===== src/rtl/sgw_pkg.sv =====
// Shared register offsets, bit positions and types of the single-wire master.
package sgw_pkg;
    localparam int ADDR_W = 5;
    localparam int DATA_W = 8;

    localparam logic [ADDR_W-1:0] A_REV   = 5'h00;
    localparam logic [ADDR_W-1:0] A_TXD   = 5'h04;
    localparam logic [ADDR_W-1:0] A_RXD   = 5'h08;
    localparam logic [ADDR_W-1:0] A_CTRL  = 5'h0C;
    localparam logic [ADDR_W-1:0] A_EVT   = 5'h10;
    localparam logic [ADDR_W-1:0] A_SCFG  = 5'h14;
    localparam logic [ADDR_W-1:0] A_SSTAT = 5'h18;

    // control bit positions
    localparam int C_IE   = 6;
    localparam int C_CE   = 5;
    localparam int C_GO   = 4;
    localparam int C_INIT = 2;
    localparam int C_DIR  = 1;
    localparam int C_MODE = 0;

    // event flag positions
    localparam int F_TX = 2;
    localparam int F_RX = 1;
    localparam int F_TO = 0;

    // system config positions
    localparam int S_SRST  = 1;
    localparam int S_AIDLE = 0;

    typedef enum logic [1:0] {OP_SEND, OP_RECV, OP_BREAK} op_e;

    typedef enum logic [2:0] {
        ST_IDLE, ST_BRK_LO, ST_BRK_REC, ST_TX_CELL, ST_RX_WAIT, ST_RX_SAMP
    } eng_st_e;
endpackage


===== src/rtl/sgw_sync.sv =====
// Multi-flop synchroniser for the sampled bus level.
// Assumes STAGES >= 2; resets to the idle (released) level.
module sgw_sync #(
    parameter int   STAGES   = 2,
    parameter logic IDLE_VAL = 1'b1
) (
    input  logic clk,
    input  logic rst_n,
    input  logic d,
    output logic q
);
    logic [STAGES-1:0] ff;

    // shift the asynchronous level through the flop chain
    always_ff @(posedge clk) begin
        if (!rst_n) ff <= {STAGES{IDLE_VAL}};
        else        ff <= {ff[STAGES-2:0], d};
    end

    assign q = ff[STAGES-1];
endmodule


===== src/rtl/sgw_rstseq.sv =====
// Reset sequencer: after a hard or soft reset it holds the core in reset
// for RST_CYC cycles, then raises rst_done.
// Assumes soft_req is a single-cycle pulse.
module sgw_rstseq #(
    parameter int RST_CYC = 8
) (
    input  logic clk,
    input  logic rst_n,
    input  logic soft_req,
    output logic rst_done
);
    localparam int CW = $clog2(RST_CYC + 1);

    logic [CW-1:0] cnt;

    // count out the reset hold, restarting on a soft request
    always_ff @(posedge clk) begin
        if (!rst_n || soft_req) begin
            cnt      <= '0;
            rst_done <= 1'b0;
        end else if (!rst_done) begin
            if (cnt == CW'(RST_CYC - 1)) rst_done <= 1'b1;
            cnt <= cnt + 1'b1;
        end
    end
endmodule


===== src/rtl/sgw_engine.sv =====
// Bit engine: runs one send, receive or break operation on the wire.
// Assumes start is seen only while idle, and that every low pulse and window
// is shorter than the counter range derived below.
module sgw_engine
    import sgw_pkg::*;
#(
    parameter int BIT_W     = 8,
    parameter int CELL      = 24,
    parameter int BIT1_LOW  = 5,
    parameter int BIT0_LOW  = 15,
    parameter int BREAK_LOW = 40,
    parameter int BREAK_REC = 12,
    parameter int RX_WAIT   = 64,
    parameter int RX_SAMPLE = 10
) (
    input  logic             clk,
    input  logic             rst_n,
    input  logic             start,
    input  op_e              op,
    input  logic [BIT_W-1:0] tx_byte,
    input  logic             line_s,
    output logic             drive_low,
    output logic             busy,
    output logic             done_tx,
    output logic             done_rx,
    output logic             done_to,
    output logic [BIT_W-1:0] rx_byte
);
    localparam int M1    = (CELL > BREAK_LOW) ? CELL : BREAK_LOW;
    localparam int M2    = (M1 > BREAK_REC) ? M1 : BREAK_REC;
    localparam int M3    = (M2 > RX_WAIT) ? M2 : RX_WAIT;
    localparam int MAXC  = (M3 > RX_SAMPLE) ? M3 : RX_SAMPLE;
    localparam int CNT_W = $clog2(MAXC + 1);
    localparam int BI_W  = (BIT_W > 1) ? $clog2(BIT_W) : 1;

    eng_st_e          state;
    logic [CNT_W-1:0] cnt;
    logic [BI_W-1:0]  bidx;
    logic [BIT_W-1:0] shreg;
    logic             line_q;
    logic             fall;
    logic             last_bit;
    logic [CNT_W-1:0] low_len;

    assign fall     = line_q & ~line_s;
    assign last_bit = (bidx == BI_W'(BIT_W - 1));
    assign low_len  = shreg[0] ? CNT_W'(BIT1_LOW) : CNT_W'(BIT0_LOW);

    // wire drive and completion pulses decoded from the phase counter
    always_comb begin
        busy      = (state != ST_IDLE);
        drive_low = (state == ST_BRK_LO) ||
                    ((state == ST_TX_CELL) && (cnt < low_len));
        done_tx   = (state == ST_TX_CELL) && (cnt == CNT_W'(CELL - 1)) && last_bit;
        done_rx   = (state == ST_RX_SAMP) && (cnt == CNT_W'(RX_SAMPLE - 1)) && last_bit;
        done_to   = ((state == ST_BRK_REC) && (cnt == CNT_W'(BREAK_REC - 1))) ||
                    ((state == ST_RX_WAIT) && !fall && (cnt == CNT_W'(RX_WAIT - 1)));
        rx_byte   = {line_s, shreg[BIT_W-1:1]};
    end

    // operation sequencer: phase state, cycle counter, bit index and shifter
    always_ff @(posedge clk) begin
        if (!rst_n) begin
            state  <= ST_IDLE;
            cnt    <= '0;
            bidx   <= '0;
            shreg  <= '0;
            line_q <= 1'b1;
        end else begin
            line_q <= line_s;
            case (state)
                ST_IDLE: begin
                    if (start) begin
                        cnt  <= '0;
                        bidx <= '0;
                        case (op)
                            OP_SEND: begin
                                shreg <= tx_byte;
                                state <= ST_TX_CELL;
                            end
                            OP_RECV: begin
                                shreg <= '0;
                                state <= ST_RX_WAIT;
                            end
                            default: state <= ST_BRK_LO;
                        endcase
                    end
                end
                ST_BRK_LO: begin
                    if (cnt == CNT_W'(BREAK_LOW - 1)) begin
                        cnt   <= '0;
                        state <= ST_BRK_REC;
                    end else cnt <= cnt + 1'b1;
                end
                ST_BRK_REC: begin
                    if (cnt == CNT_W'(BREAK_REC - 1)) state <= ST_IDLE;
                    else cnt <= cnt + 1'b1;
                end
                ST_TX_CELL: begin
                    if (cnt == CNT_W'(CELL - 1)) begin
                        cnt <= '0;
                        if (last_bit) state <= ST_IDLE;
                        else begin
                            bidx  <= bidx + 1'b1;
                            shreg <= {1'b0, shreg[BIT_W-1:1]};
                        end
                    end else cnt <= cnt + 1'b1;
                end
                ST_RX_WAIT: begin
                    if (fall) begin
                        cnt   <= '0;
                        state <= ST_RX_SAMP;
                    end else if (cnt == CNT_W'(RX_WAIT - 1)) state <= ST_IDLE;
                    else cnt <= cnt + 1'b1;
                end
                ST_RX_SAMP: begin
                    if (cnt == CNT_W'(RX_SAMPLE - 1)) begin
                        shreg <= {line_s, shreg[BIT_W-1:1]};
                        cnt   <= '0;
                        if (last_bit) state <= ST_IDLE;
                        else begin
                            bidx  <= bidx + 1'b1;
                            state <= ST_RX_WAIT;
                        end
                    end else cnt <= cnt + 1'b1;
                end
                default: state <= ST_IDLE;
            endcase
        end
    end
endmodule


===== src/rtl/sgw_regs.sv =====
// Register file: decodes the byte-wide port, holds control, data and event
// flags, launches operations and retires them on the engine's done pulses.
// Assumes reg_wr and reg_rd are single-cycle strobes.
module sgw_regs
    import sgw_pkg::*;
#(
    parameter int REV_MAJOR = 1,
    parameter int REV_MINOR = 0
) (
    input  logic              clk,
    input  logic              rst_n,
    input  logic              wr,
    input  logic              rd,
    input  logic [ADDR_W-1:0] addr,
    input  logic [DATA_W-1:0] wdata,
    output logic [DATA_W-1:0] rdata,
    input  logic              rst_done,
    output logic              soft_req,
    output logic              start,
    output op_e               op,
    output logic [DATA_W-1:0] tx_byte,
    input  logic              done_tx,
    input  logic              done_rx,
    input  logic              done_to,
    input  logic [DATA_W-1:0] rx_byte,
    output logic              irq,
    output logic              ie,
    output logic              go,
    output logic              init,
    output logic              dir
);
    logic              ce, mode, aidle;
    logic [DATA_W-1:0] rxd;
    logic [2:0]        flags;
    logic [2:0]        flags_nx;
    logic              wr_ctrl;
    logic              any_done;

    assign wr_ctrl  = wr && (addr == A_CTRL);
    assign any_done = done_tx | done_rx | done_to;
    assign start    = wr_ctrl && wdata[C_GO] && !go;
    assign soft_req = wr && (addr == A_SCFG) && wdata[S_SRST];
    assign irq      = ie && (flags != 3'b000);

    // pick the operation from the break and direction bits of the write
    always_comb begin
        if (wdata[C_INIT])     op = OP_BREAK;
        else if (wdata[C_DIR]) op = OP_RECV;
        else                   op = OP_SEND;
    end

    // control bits: settings always writable, launch bits locked while busy
    always_ff @(posedge clk) begin
        if (!rst_n) begin
            ie <= 1'b0; ce <= 1'b0; mode <= 1'b0;
            go <= 1'b0; init <= 1'b0; dir <= 1'b0;
        end else begin
            if (wr_ctrl) begin
                ie   <= wdata[C_IE];
                ce   <= wdata[C_CE];
                mode <= wdata[C_MODE];
                if (!go) begin
                    go   <= wdata[C_GO];
                    init <= wdata[C_INIT];
                    dir  <= wdata[C_DIR];
                end
            end
            if (any_done) begin
                go   <= 1'b0;
                init <= 1'b0;
            end
        end
    end

    // data registers and the auto-idle setting
    always_ff @(posedge clk) begin
        if (!rst_n) begin
            tx_byte <= '0;
            rxd     <= '0;
            aidle   <= 1'b0;
        end else begin
            if (wr && (addr == A_TXD))  tx_byte <= wdata;
            if (wr && (addr == A_SCFG)) aidle   <= wdata[S_AIDLE];
            if (done_rx)                rxd     <= rx_byte;
        end
    end

    // event flags: cleared by a read, a new event in the same cycle wins
    always_comb begin
        flags_nx = flags;
        if (rd && (addr == A_EVT)) flags_nx = 3'b000;
        if (done_tx) flags_nx[F_TX] = 1'b1;
        if (done_rx) flags_nx[F_RX] = 1'b1;
        if (done_to) flags_nx[F_TO] = 1'b1;
    end

    // hold the event flags
    always_ff @(posedge clk) begin
        if (!rst_n) flags <= 3'b000;
        else        flags <= flags_nx;
    end

    // read multiplexer
    always_comb begin
        case (addr)
            A_REV:   rdata = {4'(REV_MAJOR), 4'(REV_MINOR)};
            A_TXD:   rdata = tx_byte;
            A_RXD:   rdata = rxd;
            A_CTRL:  rdata = {1'b0, ie, ce, go, 1'b0, init, dir, mode};
            A_EVT:   rdata = {5'b0, flags};
            A_SCFG:  rdata = {6'b0, 1'b0, aidle};
            A_SSTAT: rdata = {7'b0, rst_done};
            default: rdata = '0;
        endcase
    end
endmodule


===== src/rtl/sgw_master.sv =====
// Single-wire bus master top: register file, bit engine, line synchroniser
// and reset sequencer. The core is held in reset until rst_done is high.
// Assumes line_in is pulled high externally when nobody drives it.
module sgw_master
    import sgw_pkg::*;
#(
    parameter int REV_MAJOR = 1,
    parameter int REV_MINOR = 0,
    parameter int CELL      = 24,
    parameter int BIT1_LOW  = 5,
    parameter int BIT0_LOW  = 15,
    parameter int BREAK_LOW = 40,
    parameter int BREAK_REC = 12,
    parameter int RX_WAIT   = 64,
    parameter int RX_SAMPLE = 10,
    parameter int RST_CYC   = 8,
    parameter int SYNC_FF   = 2
) (
    input  logic       clk,
    input  logic       rst_n,
    input  logic [4:0] reg_addr,
    input  logic       reg_wr,
    input  logic       reg_rd,
    input  logic [7:0] reg_wdata,
    output logic [7:0] reg_rdata,
    output logic       irq,
    output logic       line_drive_low,
    input  logic       line_in
);
    logic              rst_done, soft_req, core_rst_n;
    logic              line_s;
    logic              eng_start, eng_busy;
    logic              d_tx, d_rx, d_to;
    op_e               eng_op;
    logic [DATA_W-1:0] tx_b, rx_b;
    logic              ctl_ie, ctl_go, ctl_init, ctl_dir;

    assign core_rst_n = rst_n & rst_done;

    sgw_rstseq #(.RST_CYC(RST_CYC)) rstseq_i (
        .clk(clk), .rst_n(rst_n), .soft_req(soft_req), .rst_done(rst_done)
    );

    sgw_sync #(.STAGES(SYNC_FF), .IDLE_VAL(1'b1)) sync_i (
        .clk(clk), .rst_n(core_rst_n), .d(line_in), .q(line_s)
    );

    sgw_regs #(.REV_MAJOR(REV_MAJOR), .REV_MINOR(REV_MINOR)) regs_i (
        .clk(clk), .rst_n(core_rst_n), .wr(reg_wr), .rd(reg_rd),
        .addr(reg_addr), .wdata(reg_wdata), .rdata(reg_rdata),
        .rst_done(rst_done), .soft_req(soft_req), .start(eng_start),
        .op(eng_op), .tx_byte(tx_b), .done_tx(d_tx), .done_rx(d_rx),
        .done_to(d_to), .rx_byte(rx_b), .irq(irq), .ie(ctl_ie),
        .go(ctl_go), .init(ctl_init), .dir(ctl_dir)
    );

    sgw_engine #(
        .BIT_W(DATA_W), .CELL(CELL), .BIT1_LOW(BIT1_LOW), .BIT0_LOW(BIT0_LOW),
        .BREAK_LOW(BREAK_LOW), .BREAK_REC(BREAK_REC), .RX_WAIT(RX_WAIT),
        .RX_SAMPLE(RX_SAMPLE)
    ) eng_i (
        .clk(clk), .rst_n(core_rst_n), .start(eng_start), .op(eng_op),
        .tx_byte(tx_b), .line_s(line_s), .drive_low(line_drive_low),
        .busy(eng_busy), .done_tx(d_tx), .done_rx(d_rx), .done_to(d_to),
        .rx_byte(rx_b)
    );
endmodule


===== config.mk =====
export PLATFORM = sky130hd
export DESIGN_NAME = sgw_master
export DESIGN_NICKNAME = d
export VERILOG_FILES = /design/src/rtl/sgw_pkg.sv /design/src/rtl/sgw_sync.sv /design/src/rtl/sgw_rstseq.sv /design/src/rtl/sgw_engine.sv /design/src/rtl/sgw_regs.sv /design/src/rtl/sgw_master.sv
export SDC_FILE = /design/constraint.sdc
export NUM_CORES = 1
export LEC_CHECK = 0
export BUFFER_PORTS_ARGS = -buffer_cell sky130_fd_sc_hd__buf_2
export CAP_MARGIN = 0
export CELL_PAD_IN_SITES_DETAIL_PLACEMENT = 0
export CELL_PAD_IN_SITES_GLOBAL_PLACEMENT = 1
export CORE_UTILIZATION = 48
export DETAILED_ROUTE_END_ITERATION = 6
export MAX_ROUTING_LAYER = met4
export PLACE_DENSITY = 0.95
export SLEW_MARGIN = 10
export SYNTH_ARGS = -nofsm -noshare
export SYNTH_HDL_FRONTEND = slang
export SYNTH_SLANG_ARGS = --single-unit

===== constraint.sdc =====
create_clock -name clk -period 3.7 [get_ports clk]
set_input_delay 0.37 -clock clk [delete_from_list [all_inputs] [get_ports clk]]
set_output_delay 0.37 -clock clk [all_outputs]
set_load 0.01 [all_outputs]

==> results of run 1 <==
-- routing by layer --
metal  global-route usage, %  share of wire, %  up-vias
met4                    5.96               1.1        0
met5                       -                 0        -
li1                        -                 -     1390
met3                    4.07               3.9        7
met1                    31.4                50     1297
met2                    33.7                45       57
-- worst max-delay path, stage by stage (launching register included) --
cell and delay, ns:
dfxtp_1 0.43, ha_1 0.29, nor2b_1 0.27, nand3_1 0.22, a22oi_4 0.30, a2bb2oi_4 0.38
nor2_1 0.10, a211oi_2 0.19
-- sequential cells by signal, indices dropped and copies added (netlist names), 2 cells and up --
register and flops:
eng_i.cnt 7, regs_i.rxd 8, regs_i.tx_byte 8, eng_i.shreg 8, sync_i.ff 2, regs_i.flags 3
eng_i.state 3, eng_i.bidx 3, rstseq_i.cnt 4
-- worst max-delay path by stage --
stage	cells after the start	slack, ns	end	from
after floorplan	5	1.71	reg_rdata[0]	reg_addr[4]
after global placement	7	1.50	eng_i.shreg[0]	eng_i.cnt[0]
after detailed placement	7	1.48	eng_i.shreg[4]	eng_i.cnt[0]
after CTS	7	1.46	eng_i.shreg[5]	eng_i.cnt[0]
after global routing	7	1.23	eng_i.shreg[0]	eng_i.cnt[0]
final	7	1.45	eng_i.shreg[6]	eng_i.cnt[0]
-- synth_stat cells (3+ instances only) --
cell      count  area share [%]
dfxtp_1      55              36
nor2_1       51             6.2
a21oi_1      39             6.3
nand2_1      37             4.5
mux2i_1      18             5.8
clkbuf_1     14             1.7
o21ai_1      11             1.8
ha_1         10             4.0
nand3_1      10             1.6
and3_1        9             1.8
inv_1         9             1.1
nand2b_1      9             1.8
nand4_1       9             1.8
a22oi_1       7             1.7
nor3_1        7             1.1
a211oi_1      6             1.5
a31oi_1       6             1.2
o21ai_0       6            0.97
buf_2         5            0.81
nor2b_1       5             1.0
or3_1         5             1.0
and2_1        4            0.81
mux2_2        4             1.5
nor4_1        4            0.81
buf_6         3             1.1
nand3b_1      3            0.73
-- final cells by class --
type / count / share of cell area, %
Timing Repair Buffer: 28 / 4.31
Sequential cell: 55 / 33.3
Clock buffer: 5 / 2.08
Tap cell: 75 / 2.84
Multi-Input combinational cell: 294 / 55.6
Clock inverter: 3 / 0.832
Inverter: 9 / 1.02
-- report_power, final --
part | internal [mW] | total [mW] | switching, mW
logic | 0.0179 | 0.0473 | 0.0294
registers | 0.595 | 0.598 | 0.00299
clock network | 0.140 | 0.359 | 0.220
-- stage by stage --
stage / setup WS (ns) / instance area, µm² / util, %
after floorplan: 1.71 / 3100 / -
after global placement: 1.50 / 3210 / 53.0
after detailed placement: 1.48 / 3210 / 53.0
after CTS: 1.46 / 3310 / 54.6
after global routing: 1.23 / 3310 / 54.6
final: 1.45 / 3310 / 54.6
-- kinds of logic (layout without fill, tap and decap cells) --
kind of cell    Yosys count  in the layout  synth area share [%]
xor+xnor                  4              4                  1.13
mux                      22             22                  7.26
compound gates           96             96                  20.7
simple gates            162            162                  26.1
fa+ha+maj                10             10                  4.04
buf+inv                  33             45                  5.17
flops                    55             55                  35.5
==> flow_summary.ini, run 1 <==
[route]
routed_wl_mm = 7.01
wl_per_cell_um = 15.0
postRouteAntennaNets = 0
vias_per_cell = 5.87
drc = 0
vias = 2751
dr.pass1.iters = 4
drt_iter0_markers = 208

[timing]
setup_tns_ns = 0
holdWs_ns = 0.230
fmax_mhz = 444
slew_headroom_pct = 49.8
hold_viol = 0
tightest_slew_ns = 0.752
period_share_pct = 60.8
finClkSkew_ns = 0.00930
finalSetupViolCount = 0
maxSlewViolCount = 0
fin_crit_ns = 2.25
rsz0062_at_grt = no

[synthesis]
async_flop_share_pct = 0
synthCells = 382
synth.distinct_cells = 55
synth_area_mm2 = 0.00310
ys.flop_type = dfxtp_1
synth_seq_cells = 55
synth_edf_count = 0
synth.net_count = 410
ys_seq_area_share_pct = 35.5
synth.avg_cell_area_um2 = 8.12
synth.yosys.warnings = 0

[finish]
num_antenna_cells = 0
layout-drive-gt1-share_pct = 12.9
area.sequential_mm2 = 0.00110
nets = 421
final_common_cell = dfxtp_1
multiInputGateArea_mm2 = 0.00184
layout_common_cells = dfxtp_1 (55), nor2_1 (51), a21oi_1 (39)
fillCellCount = 610
synthToLayoutAreaGrowth_pct = 6.66
instances_no_fill = 469

[cts]
numCtsBuffers = 5
cts-root-buf = clkbuf_8
clk_pin_slew_ns = 0.11
cts_sinks = 55
cts_buffer_depth = 2
postCtsSetupBuffers = 0
ctsHtreeMaxLevel = 2
ctsResizeCount = 0
cts_tree = done
clkLatencyLatePin_ns = 0.32
cts_hold_buf = 0

[setup_path]
cp_max_fo = 16
rrSetupSlack_ns = 1.45
r2r-end = eng_i.shreg[6]
crit-reg2reg-launch = eng_i.cnt[0]
critical_path_class = flip-flop to flip-flop
critPathCaptureType = flip-flop
crit_path_start_kind = flip-flop
arrival_ns = 2.49
reg2reg_depth = 7
cp_data_required_time_ns = 3.94

[global_route]
grt_usage_pct = 22.6
grt_pass1_vias = 2364
grt_overflow = 0
grt_pass1_wl_mm = 11.4
grt_max_degree = 45
antenna_found_initial = 0

[power]
leakagePower_nw = 1.14
power.total_mw = 1.00
powerDensity_mw_per_mm2 = 304
ir_drop_mv = 0.290

[placed_design]
placedCellCount = 461
io_buffers = 27
dp_hpwl_mm = 5.14
gp_congestion = 0.838

[floorplanning]
core_mm2 = 0.00606
die_y_um = 82.4
die_area_mm2 = 0.00678
die_w_um = 82.4
start_util_pct = 51.2
rows = 28
num_io_pins = 28

[hold_path]
hold_end = sync_i.ff[0]
hold_class = input port to flip-flop
hold_start = line_in
hold_depth = 2

[outcome]
status = completed

[run]
maxCapViolCount = 0
(Power assumes the default switching activity.)
==> run 2, diff against run 1 <==
CORE_UTILIZATION = 44   (was 48)
PLACE_DENSITY = 0.91   (was 0.95)
clock period = 2.13 ns   (was 3.7 ns; I/O delays follow)
==> run 2 against run 1 <==
  * Flip-flop and latch count unchanged
  * Setup slack worse by 1.3 ns
  * Via count grew 5.8%
  * Core utilization fell by 2.5 points
  * Sequential share of layout area down 2.1 points
  * Fmax is 16% higher
  * Combinational power grew 95%
  * Clock power up 98%
  * Non-clock buffer count is 21 higher
  * Critical path depth unchanged
  * Total power increased by 83%
  * First-iteration DRC count fell by 15%
==> flow_summary.ini, run 2 (synthesized netlist as in run 1, its figures left out) <==
[finish]
fin_area_mm2 = 0.00354
synthToLayoutAreaGrowth_pct = 14.0
final_common_cell = dfxtp_1
num_antenna_cells = 0
final_util_pct = 52.0
layout-drive-gt1-share_pct = 18.6
layout_common_cells = dfxtp_1 (52), nor2_1 (51), a21oi_1 (39)
nets = 442
fillCellCount = 670
top_regs = eng_i.shreg x8, regs_i.rxd x8, regs_i.tx_byte x8
instances_no_fill = 511

[placed_design]
placedCellCount = 497
gp_congestion = 0.852
placed_cell_area_mm2 = 0.00335
preCtsSetupSlack_ns = -0.0380
dp_hpwl_mm = 5.49
io_buffers = 27

[cts]
cts_sinks = 55
clkLatencyLatePin_ns = 0.31
ctsHtreeMaxLevel = 2
numCtsBuffers = 5
cts_tree = done
cts-root-buf = clkbuf_8
clk_pin_slew_ns = 0.10
cts_buffer_depth = 2

[setup_path]
critPathCaptureType = flip-flop
arrival_ns = 2.19
cp_data_required_time_ns = 2.38
crit-reg2reg-launch = eng_i.cnt[0]
reg2reg_depth = 7
rrSetupSlack_ns = 0.18
cp_max_fo = 6
r2r-end = eng_i.state[1]
critical_path_class = flip-flop to flip-flop
crit_path_start_kind = flip-flop

[timing]
finalSetupViolCount = 0
finClkSkew_ns = 0.00733
tightest_slew_ns = 0.468
slew_headroom_pct = 68.8
hold_viol = 0
fmax_mhz = 513
period_share_pct = 91.5
maxSlewViolCount = 0
fin_crit_ns = 1.95
rsz0062_at_grt = no
fin_ws_ns = 0.182

[outcome]
status = completed

[route]
wl_per_cell_um = 14.8
dr.pass1.iters = 5
drt_iter0_markers = 176
vias_per_cell = 5.70
postRouteAntennaNets = 0
routed_wl_mm = 7.55
vias = 2911
drc = 0

[hold_path]
hold_start = line_in
hold_end = sync_i.ff[0]
hold_depth = 2
hold_class = input port to flip-flop

[power]
ir_drop_mv = 0.412
power.total_mw = 1.84
powerDensity_mw_per_mm2 = 521
leakagePower_nw = 1.26

[floorplanning]
start_util_pct = 45.6
die_y_um = 85.9
num_io_pins = 28
core_mm2 = 0.00679
rows = 30
die_area_mm2 = 0.00739
die_w_um = 85.9

[global_route]
grt_pass1_vias = 2687
grt_usage_pct = 21.8
grt_pass1_wl_mm = 12.6
antenna_found_initial = 0
grt_max_degree = 44
grt_overflow = 0

[run]
maxCapViolCount = 0
## run 2: how the worst max path moves through the flow
stage | from | to | slack (ns)
after floorplan | eng_i.cnt[0] | eng_i.cnt[4] | 0.23
after global placement | eng_i.cnt[0] | eng_i.shreg[5] | 0.11
after detailed placement | eng_i.cnt[0] | eng_i.shreg[1] | -0.04
after CTS | eng_i.cnt[0] | eng_i.shreg[4] | 0.01
after global routing | eng_i.cnt[0] | eng_i.state[0] | 0.01
final | eng_i.cnt[0] | eng_i.state[1] | 0.18
## run 2: where the power goes
| group | internal (mW) | switching [mW] |
|---|---|---|
| Sequential | 1.03 | 0.00516 |
| Clock | 0.355 | 0.356 |
| Combinational | 0.0390 | 0.0534 |
## run 2: through the flow
step	setup TNS (ns)	hold WS, ns
after floorplan	0	0.314
after global placement	0	0.402
after detailed placement	-0.148	0.397
after CTS	0	0.0685
after global routing	0	0.0590
final	0	0.0752
## run 2: worst max-delay path, stage by stage, from the launching register on
cell and delay [ns]:
dfxtp_2 0.39, ha_2 0.23, nand4b_1 0.12, nor4_1 0.34
o32ai_1 0.13, a31oi_1 0.26, o21a_1 0.24, mux2i_1 0.19
## run 2: cell type report
class,instances,area (µm²),share of cell area (%)
Tap cell,96,120,3.40
Timing Repair Buffer,49,313,8.85
Inverter,9,33.8,0.955
Clock buffer,5,68.8,1.95
Multi-Input combinational cell,294,1850,52.3
Clock inverter,3,46.3,1.31
Sequential cell,55,1100,31.2
## run 2: timing repair
| action | in CTS | in global routing |
|---|---|---|
| endpoints found under the setup margin | 8 | 18 |
| gates resized for setup | 0 | 7 |
| hold buffers | 0 | 0 |
| setup buffers | 3 | 3 |
| gates cloned | 0 | 0 |
| pin swaps | 0 | 1 |
## run 2: routing by layer
metal / global-route usage [%] / part of all wire [%]
met1: 28.1 / 46
met2: 35.7 / 49
met3: 2.69 / 3.9
met4: 6.36 / 1.5
met5: - / 0
==> run 3, diff against run 2 <==
==> constraint.sdc (replaced) <==
create_clock -name clk -period 2.13 [get_ports clk]
set_input_delay 0.426 -clock clk [delete_from_list [all_inputs] [get_ports clk]]
set_output_delay 0.426 -clock clk [all_outputs]
set_load 0.01 [all_outputs]
==> run 3 against run 2 <==
  * First-iteration DRC count increased by 27%
  * Critical endpoint is now line_drive_low
  * Final cell count increased by 0.98%
  * Largest power group unchanged
  * Largest cell class unchanged
  * Hold slack improved by 0.22 ns
  * Register-to-register slack got worse by 0.03 ns
==> flow_summary.ini, run 3 (synthesized netlist as in run 1, its figures left out) <==
[outcome]
status = completed

[finish]
nets = 447
instances_no_fill = 516
top_regs = eng_i.shreg x8, regs_i.rxd x8, regs_i.tx_byte x8
layout-drive-gt1-share_pct = 19.5
final_util_pct = 52.7
synthToLayoutAreaGrowth_pct = 15.4
layout_common_cells = dfxtp_1 (54), nor2_1 (50), a21oi_1 (39)
num_antenna_cells = 0
final_common_cell = dfxtp_1

[hold_path]
hold_start = line_in
hold_class = input port to flip-flop

[placed_design]
gp_congestion = 0.862
placedCellCount = 507
dp_hpwl_mm = 5.69
io_buffers = 27

[cts]
cts_sinks = 55
numCtsBuffers = 5
clk_pin_slew_ns = 0.11
cts_buffer_depth = 2
cts_tree = done
cts_hold_buf = 0
cts-root-buf = clkbuf_8
clkLatencyLatePin_ns = 0.31
ctsHtreeMaxLevel = 2

[route]
routed_wl_mm = 7.67
dr.pass1.iters = 4
postRouteAntennaNets = 0
drc = 0
wl_per_cell_um = 14.9
vias_per_cell = 5.65
drt_iter0_markers = 223
vias = 2917

[setup_path]
path_cells = ha_1 > nand2_1 > o21ai_0 > a21oi_1 > buf_2
critPathCaptureType = output port
cp_max_fo = 9
critical_path_class = flip-flop to output port
crit_slowest_cell = dfxtp_1
slowest_delay_ns = 0.53
cp_data_required_time_ns = 1.70
cp-startpoint = eng_i.cnt[3]
arrival_ns = 1.62
crit-reg2reg-launch = eng_i.cnt[0]
crit_path_start_kind = flip-flop

[power]
power.total_mw = 1.75
powerDensity_mw_per_mm2 = 490
leakagePower_nw = 1.28
ir_drop_mv = 0.333

[timing]
slew_headroom_pct = 67.6
fin_crit_ns = 2.04
finClkSkew_ns = 0.00677
hold_viol = 0
maxSlewViolCount = 0
setup_tns_ns = 0
finalSetupViolCount = 0
fmax_mhz = 490
period_share_pct = 95.8
tightest_slew_ns = 0.486

[global_route]
grt_pass1_vias = 2709
antenna_found_initial = 0
grt_usage_pct = 22.6
grt_overflow = 0
grt_pass1_wl_mm = 13.0
grt_max_degree = 44

[run]
maxCapViolCount = 0

[floorplanning]
rows = 30
die_area_mm2 = 0.00739
num_io_pins = 28
start_util_pct = 45.6
die_y_um = 85.9
core_mm2 = 0.00679
die_w_um = 85.9
run 3: changes by cell type in the layout (fill, tap and decap cells not counted), sizes merged:
| cell | delta |
|---|---|
| clkinv | +1 |
| bufinv | -1 |
| buf | +5 |
run 3: worst max-delay path, delay by kind of cell (launching register included):
kind                     cells  cell delay, ns
AO/OA/AOI/OAI                2            0.28
adder cells (fa/ha/maj)      1            0.30
buffers and inverters        1            0.14
flip-flops                   1            0.53
AND/OR/NAND/NOR              1            0.06
run 3: path summary, 6_finish.rpt:
check / slack (ns) / cells past startpoint / endpoint
worst max-delay path: 0.09 / 5 / line_drive_low
worst min-delay path: 0.30 / 2 / sync_i.ff[0]
worst max register to register: 0.15 / 8 / eng_i.cnt[3]
worst min register to register: 0.43 / 1 / sync_i.ff[1]
run 3: cell type report:
type | instances | area, µm²
multi-input combinational | 294 | 1860
tap | 96 | 120
fill | 645 | 3220
clock buffer | 5 | 68.8
timing repair buffer | 54 | 367
clock inverter | 3 | 27.5
sequential | 55 | 1100
inverter | 9 | 33.8
run 3: metrics by stage:
step	hold slack, ns	cell area (µm²)	setup slack, ns
finish	0.300	3580	0.0886
global route	0.296	3580	-0.000946
CTS	0.291	3530	0.0114
detailed placement	0.407	3440	0.0593
global placement	0.395	3440	0.0859
floorplan	0.386	3100	0.0276
run 3: what timing repair did:
| action | 4_1_cts | 5_1_grt |
|---|---|---|
| endpoints found under the setup margin | 0 | 21 |
| setup buffers | 0 | 1 |
| gates resized for setup | 0 | 8 |
run 3: where the power goes:
group | switching (mW) | internal, mW
Sequential | 0.00585 | 1.03
Clock | 0.373 | 0.242
Combinational | 0.0569 | 0.0430
run 3: routing by layer:
layer / up-vias / track usage [%] / wire length (µm)
met4: 0 / 6.82 / 153
met2: 68 / 35.8 / 3630
li1: 1442 / - / -
met5: - / - / 0
met1: 1395 / 30.2 / 3620
met3: 12 / 2.69 / 257
